===== config.mk =====
export PLATFORM = sky130hd
export DESIGN_NAME = lockfree_seq_counter
export DESIGN_NICKNAME = d
export VERILOG_FILES = /design/src/rtl/lfs_pkg.sv /design/src/rtl/lfs_used_decode.sv /design/src/rtl/lfs_next_state.sv /design/src/rtl/lockfree_seq_counter.sv
export SDC_FILE = /design/constraint.sdc
export NUM_CORES = 1
export LEC_CHECK = 0
export BUFFER_PORTS_ARGS = -buffer_cell sky130_fd_sc_hd__buf_2
export CORE_AREA = 5 5 42 44
export DETAILED_ROUTE_END_ITERATION = 8
export DIE_AREA = 0 0 47 49
export SYNTH_ARGS = -nofsm -noshare
export SYNTH_HDL_FRONTEND = slang
export SYNTH_HIERARCHICAL = 1
export SYNTH_SLANG_ARGS = --single-unit

===== constraint.sdc =====
create_clock -name clk -period 1.2 [get_ports clk]
set_input_delay 0.12 -clock clk [delete_from_list [all_inputs] [get_ports clk]]
set_output_delay 0.12 -clock clk [all_outputs]
set_load 0.005 [all_outputs]

===== src/rtl/lfs_pkg.sv =====
// Package: shared width and sequence definitions for the lockout-free counter.
// Assumes a 3-bit code space in which the used sequence is 1,4,5,6,7.
package lfs_pkg;
    localparam int CW      = 3;
    localparam int NCODES  = 1 << CW;
    localparam logic [CW-1:0] HOME = 3'd1;
    // bit n set means code n belongs to the used sequence
    localparam logic [NCODES-1:0] USED_MASK = 8'b1111_0010;

    // Successor of a used code; unused codes map to HOME.
    function automatic logic [CW-1:0] succ(input logic [CW-1:0] c);
        case (c)
            3'd1:    succ = 3'd4;
            3'd4:    succ = 3'd5;
            3'd5:    succ = 3'd6;
            3'd6:    succ = 3'd7;
            3'd7:    succ = 3'd1;
            default: succ = HOME;
        endcase
    endfunction
endpackage


===== src/rtl/lfs_used_decode.sv =====
// Module: decodes whether the current code belongs to the used sequence.
// Assumes the mask parameter marks used codes with a 1.
module lfs_used_decode #(
    parameter int W = lfs_pkg::CW,
    parameter logic [(1<<W)-1:0] MASK = lfs_pkg::USED_MASK
) (
    input  logic [W-1:0] cur_i,
    output logic         used_o
);
    localparam int N = 1 << W;
    logic [N-1:0] hit;

    // one match term per code that the mask marks as used
    for (genvar c = 0; c < N; c++) begin : g_code
        assign hit[c] = MASK[c] && (cur_i == W'(c));
    end

    // used when any marked code matches
    always_comb used_o = |hit;
endmodule


===== src/rtl/lfs_next_state.sv =====
// Module: next-state selection for the lockout-free counter.
// Assumes used_i comes from the used-code decoder for cur_i.
module lfs_next_state #(
    parameter int W = lfs_pkg::CW
) (
    input  logic [W-1:0] cur_i,
    input  logic         en_i,
    input  logic         used_i,
    output logic [W-1:0] nxt_o
);
    // unused codes go home; used codes advance or hold
    always_comb begin
        if (!used_i)
            nxt_o = lfs_pkg::HOME;
        else if (en_i)
            nxt_o = lfs_pkg::succ(cur_i);
        else
            nxt_o = cur_i;
    end
endmodule


===== src/rtl/lockfree_seq_counter.sv =====
// Module: 3-bit counter over 1,4,5,6,7 with forced recovery of unused codes.
// Assumes a single clock; synchronous active-low reset loads INIT_CODE.
module lockfree_seq_counter #(
    parameter logic [2:0] INIT_CODE = lfs_pkg::HOME
) (
    input  logic       clk,
    input  logic       rst_n,
    input  logic       cnt_en,
    output logic [2:0] state_o,
    output logic       fix_o
);
    localparam int W = lfs_pkg::CW;

    logic [W-1:0] state_q;
    logic [W-1:0] state_d;
    logic         used;
    logic         fix_q;

    lfs_used_decode #(.W(W), .MASK(lfs_pkg::USED_MASK)) u_dec (
        .cur_i (state_q),
        .used_o(used)
    );

    lfs_next_state #(.W(W)) u_nxt (
        .cur_i (state_q),
        .en_i  (cnt_en),
        .used_i(used),
        .nxt_o (state_d)
    );

    // state register: reset loads the init code, otherwise take next state
    always_ff @(posedge clk) begin
        if (!rst_n) state_q <= INIT_CODE;
        else        state_q <= state_d;
    end

    // correction flag: registered marker of an unused code just left
    always_ff @(posedge clk) begin
        if (!rst_n) fix_q <= 1'b0;
        else        fix_q <= !used;
    end

    assign state_o = state_q;
    assign fix_o   = fix_q;


    reset_load_chk: assert property (@(posedge clk)
        !rst_n |=> (state_o == INIT_CODE) && !fix_o);


    wrap_seven_chk: assert property (@(posedge clk) disable iff (!rst_n)
        (state_o == 3'd7 && cnt_en) |=> state_o == 3'd1);


    step_one_chk: assert property (@(posedge clk) disable iff (!rst_n)
        (state_o == 3'd1 && cnt_en) |=> state_o == 3'd4);


    hold_used_chk: assert property (@(posedge clk) disable iff (!rst_n)
        (used && !cnt_en) |=> $stable(state_o));


    unused_home_chk: assert property (@(posedge clk) disable iff (!rst_n)
        (state_o == 3'd0 || state_o == 3'd2 || state_o == 3'd3) |=> state_o == 3'd1);


    fix_set_chk: assert property (@(posedge clk) disable iff (!rst_n)
        !used |=> fix_o);


    fix_clr_chk: assert property (@(posedge clk) disable iff (!rst_n)
        used |=> !fix_o);


    no_lockout_chk: assert property (@(posedge clk) disable iff (!rst_n)
        !used |=> used);
endmodule


Word-level counts from Yosys, hierarchy flattened
Cells that the tools add are included.
Word-level totals
  bits in registers: 4
  input bits: 3
  logic and storage cells: 11
Cells by class
  muxes and demuxes: 1
  reduce and logical (&&, ||, !) cells: 3
  eq/ne operators: 5
Operators with widths (number)
  $eq A3 B3 Y1 const B: 4
  $pmux W3 S4: 1
  $reduce_or A5 Y1: 1
  $eq A3 B1 Y1 const B: 1
  $reduce_and A2 Y1: 1
  $logic_not A1 Y1: 1

Depth between registers and ports, before layout
  depth after elaboration: 3
  gate-level depth with buffers: 4
  gate-level depth less buffers: 4

Hierarchy
Netlist, hierarchy kept.
Modules (own cells, without submodules)
  lockfree_seq_counter: seq. area each 80.1 um2, cells an instance 8, times used 1, area each 107.6 um2
  lfs_next_state: seq. area each 0.0 um2, cells an instance 8, times used 1, area each 61.3 um2
  lfs_used_decode: seq. area each 0.0 um2, cells an instance 2, times used 1, area each 11.3 um2

Worst setup path after synthesis
No wires, ideal clock.
  path kind: register -> register
  start point: register state_q[1], in the netlist state_o[1]
  end point: register state_q[1], in the netlist state_o[1]
  setup slack: 0.170 ns
  clock period less this slack: 1.030 ns
  cell stages (with the launch flop): 4
  arrival: 0.916 ns
  required time: 1.085 ns
  path through: dfxtp_1 -> and3b_4 -> o221a_2 -> and2_1
Between the ends
  cells in the longest elaborated chain, start to end: 3
Ends and longest elaborated chain
  start, declared: line lockfree_seq_counter.sv:14  | logic [W-1:0] state_q;
  start signal, assigned: line lockfree_seq_counter.sv:34  | else state_q <= state_d;
  $eq A3 B1 Y1 (tied with other cells): line lfs_pkg.sv:12, lfs_used_decode.sv:15
  $reduce_or A5 Y1: line lfs_used_decode.sv:19  | always_comb used_o = |hit;
  $reduce_and A2 Y1 (no line)
Several ways; a longest one is shown, not always the timed one.
A chain may end at the register's enable or synchronous reset.

Worst setup path in the final report
Ends and elaborated chain as after synthesis.

==> results.txt <==
run status = completed
main area contributors after synthesis = sky130_fd_sc_hd__dfxtp_1 44%, sky130_fd_sc_hd__a21boi_0 8.3%, sky130_fd_sc_hd__and2_1 6.9%, sky130_fd_sc_hd__and3b_4 6.9%, sky130_fd_sc_hd__o221a_2 6.3%
top library cells by usage in the layout, fill and taps aside = 6 x sky130_fd_sc_hd__buf_2, 4 x sky130_fd_sc_hd__dfxtp_1, 3 x sky130_fd_sc_hd__clkbuf_4, 2 x sky130_fd_sc_hd__and2_1, 2 x sky130_fd_sc_hd__a21boi_0
share of synthesized area occupied by flip-flops and latches = 44.44%
standard-cell rows = 14
crit-path leading delay family = flip-flops
average wire per standard cell = 8.651 um
worst path cell trace = and3b_4 -> o221a_2 -> and2_1
Diodes inserted = 0
Via Count = 154
Sequential Area = 80.08 um2
GRT Util Overall = 4.011%
simple-gate portion of the synthesized area = 27.78%
count of boundary I/O pins = 7
total wire length after detailed routing = 372 um
starting density of the core = 12.86%
clock tree from TritonCTS = done
adder-cell share of the synthesized area = 0%
total of max-cap violations = 0
fillers = 166
relative contribution of combinational cells to total power = 15.3%
post-route non-filler standard cell count = 43
top fanout value on the critical path = 5
P_leak = 0.1088 nW
fraction of layout cells with a size suffix above 1 = 44.44%
top cell type by total area after synthesis = sky130_fd_sc_hd__dfxtp_1
Post-CTS Hold Fix Bufs = 0
kind of critical path = flip-flop to flip-flop
Setup Buffers After CTS = 0
Core Area = 0.001401 mm2
required time reported for the critical path endpoint = 1330 ps
#FFs+latches synth = 4
WP buf/inv = 0
Syn. warnings = 6
startpoint kind of the worst setup timing path = flip-flop
CTS H-Tree Depth = 1
floorplan die height = 49 um
Die Area = 0.002303 mm2
clock transition time at the flip-flop clock pins of the worst setup and hold paths = 40 ps
global-route wire length before repair = 593 um
internal power summed over all cells = 291.0 uW
Die W = 47 um
number of max-slew violations in the final report = 0
deepest clock path buffer count = 2
clock buffers created by TritonCTS = 3
type of the tightest min-delay check = primary input to flip-flop
share of the synthesized netlist area taken by xor and xnor gates = 0%
weighted congestion reported at the end of routability-driven placement = 0.7107
slowest library cell on the worst path = sky130_fd_sc_hd__dfxtp_1
number of hold-slack violations in the final timing report = 0
area occupied by multi-input gates = 96.34 um2
latest clock arrival within the worst-skew pair = 230 ps
antenna violations before repair = 0
Hold Slack = 90.50 ps
share of synthesized area spent on multiplexers = 0%
maximum number of pins on one net before global-route repair = 7
DR pass1 iterations = 5
remaining routing DRC violations = 0
longest individual stage delay on the worst path = 360 ps
power density relative to cell area = 1490 mW/mm2
first-iteration detailed-routing DRC count = 6
number of unique standard cell types used by synthesis = 13
count of input and output buffers = 6
data arrival time of the worst path = 1180 ps
number of global-route vias before repair = 150
total global routing overflow = 0
DRT antenna net count = 0
maximum clock skew at final layout = 1.753 ps
dominant combinational cell family by area after synthesis = simple AND/OR/NAND/NOR gates
Max Freq = 947.2 MHz
clock sinks = 4
power share of the clock group = 43.6%
Period Utilization, post-route = 87.98%
area growth from synthesis to layout = 40.28%
vias per cell = 3.581
Avg Synthesized Cell Area = 10.01 um2
switching power summed over all nets = 85.42 uW
final setup violation count = 0
portion of total power attributed to sequential cells = 41.1%
complex-gate fraction of the synthesized area = 25.69%
min Tclk post-route = 1056 ps
total of cells resized after clock tree synthesis = 0
Worst slew margin = 88.42%
RSZ-0062 raised after global routing = no
Sw Ratio = 22.69%
Root Driver = sky130_fd_sc_hd__clkbuf_4
number of nets in the layout = 32
portion of synthesized cell area occupied by the leading cell type = 44.44%
endpoint kind of the worst setup timing path = flip-flop
leading cell type in the layout, fill and taps excluded = sky130_fd_sc_hd__buf_2
Worst Max-Slew Pin Slew = 172.0 ps
number of cells after detailed placement = 40
worst vdd rail ir drop = 355.9 uV
number of instances in the synthesized netlist = 18
netlist area before placement = 180.2 um2
Setup Total Neg Slack = 0 ps
syn nets = 21
-- per-stage QoR --
stage                     setup slack, ps  total power, mW  area [um2]  utilization (%)
after CTS                           146.1           0.3876       252.7            18.04
after floorplan                     169.5           0.1920       180.2                -
after detailed placement            153.7           0.2152       230.2            16.43
after global placement              152.7           0.2145       230.2            16.43
final                               144.3           0.3765       252.7            18.04
after global routing                92.40           0.4047       252.7            18.04
-- cell usage after synthesis --
cell	count
sky130_fd_sc_hd__a21boi_0	2
sky130_fd_sc_hd__a21o_1	1
sky130_fd_sc_hd__and2_1	2
sky130_fd_sc_hd__and3b_4	1
sky130_fd_sc_hd__dfxtp_1	4
sky130_fd_sc_hd__inv_1	1
sky130_fd_sc_hd__nand2b_1	1
sky130_fd_sc_hd__nor2_1	1
sky130_fd_sc_hd__nor2b_1	1
sky130_fd_sc_hd__nor2b_2	1
sky130_fd_sc_hd__o21a_1	1
sky130_fd_sc_hd__o21ai_0	1
sky130_fd_sc_hd__o221a_2	1
-- cell families (layout without fill, tap and decap cells) --
family,after synthesis,count (layout)
buffers and inverters,1,10
and+or+nand+nor,7,7
DFF,4,4
AOI/OAI and AO/OA,6,6
-- power by group through the flow --
| stage | logic, mW | registers [mW] | clock network (mW) |
|---|---|---|---|
| after floorplan | 0.0349 | 0.157 | 0 |
| after global placement | 0.0574 | 0.157 | 0 |
| after detailed placement | 0.0580 | 0.157 | 0 |
| after CTS | 0.0582 | 0.155 | 0.174 |
| after global routing | 0.0654 | 0.157 | 0.182 |
| final | 0.0576 | 0.155 | 0.164 |
-- final timing paths --
| check | slack (ps) | from | cells after the start | to |
|---|---|---|---|---|
| setup / recovery | 140 | state_o[1] | 3 | state_o[1] |
| hold / removal | 90 | rst_n | 2 | state_o[0] |
| setup reg to reg | 140 | state_o[1] | 3 | state_o[1] |
| hold reg to reg | 620 | state_o[2] | 2 | fix_o |
-- metal layers --
layer	track usage (%)	routed length (um)	share of wire, %	vias to the layer above
met5	0	0	0	-
met2	3.846	133	36	6
met4	5.530	0	0	0
li1	-	-	-	81
met3	2.583	59	16	0
met1	4.605	179	48	67
-- sequential cells by signal (all words and copies together) (netlist names) --
| register | cells |
|---|---|
| fix_o | 1 |
| state_o | 3 |
-- cell type report --
class,instances,area share [%]
Clock buffer,3,8.911
Inverter,1,1.485
Multi-Input combinational cell,13,38.12
Sequential cell,4,31.68
Tap cell,16,7.921
Timing Repair Buffer,6,11.88
Note: power is estimated with default switching activity, not from simulation.
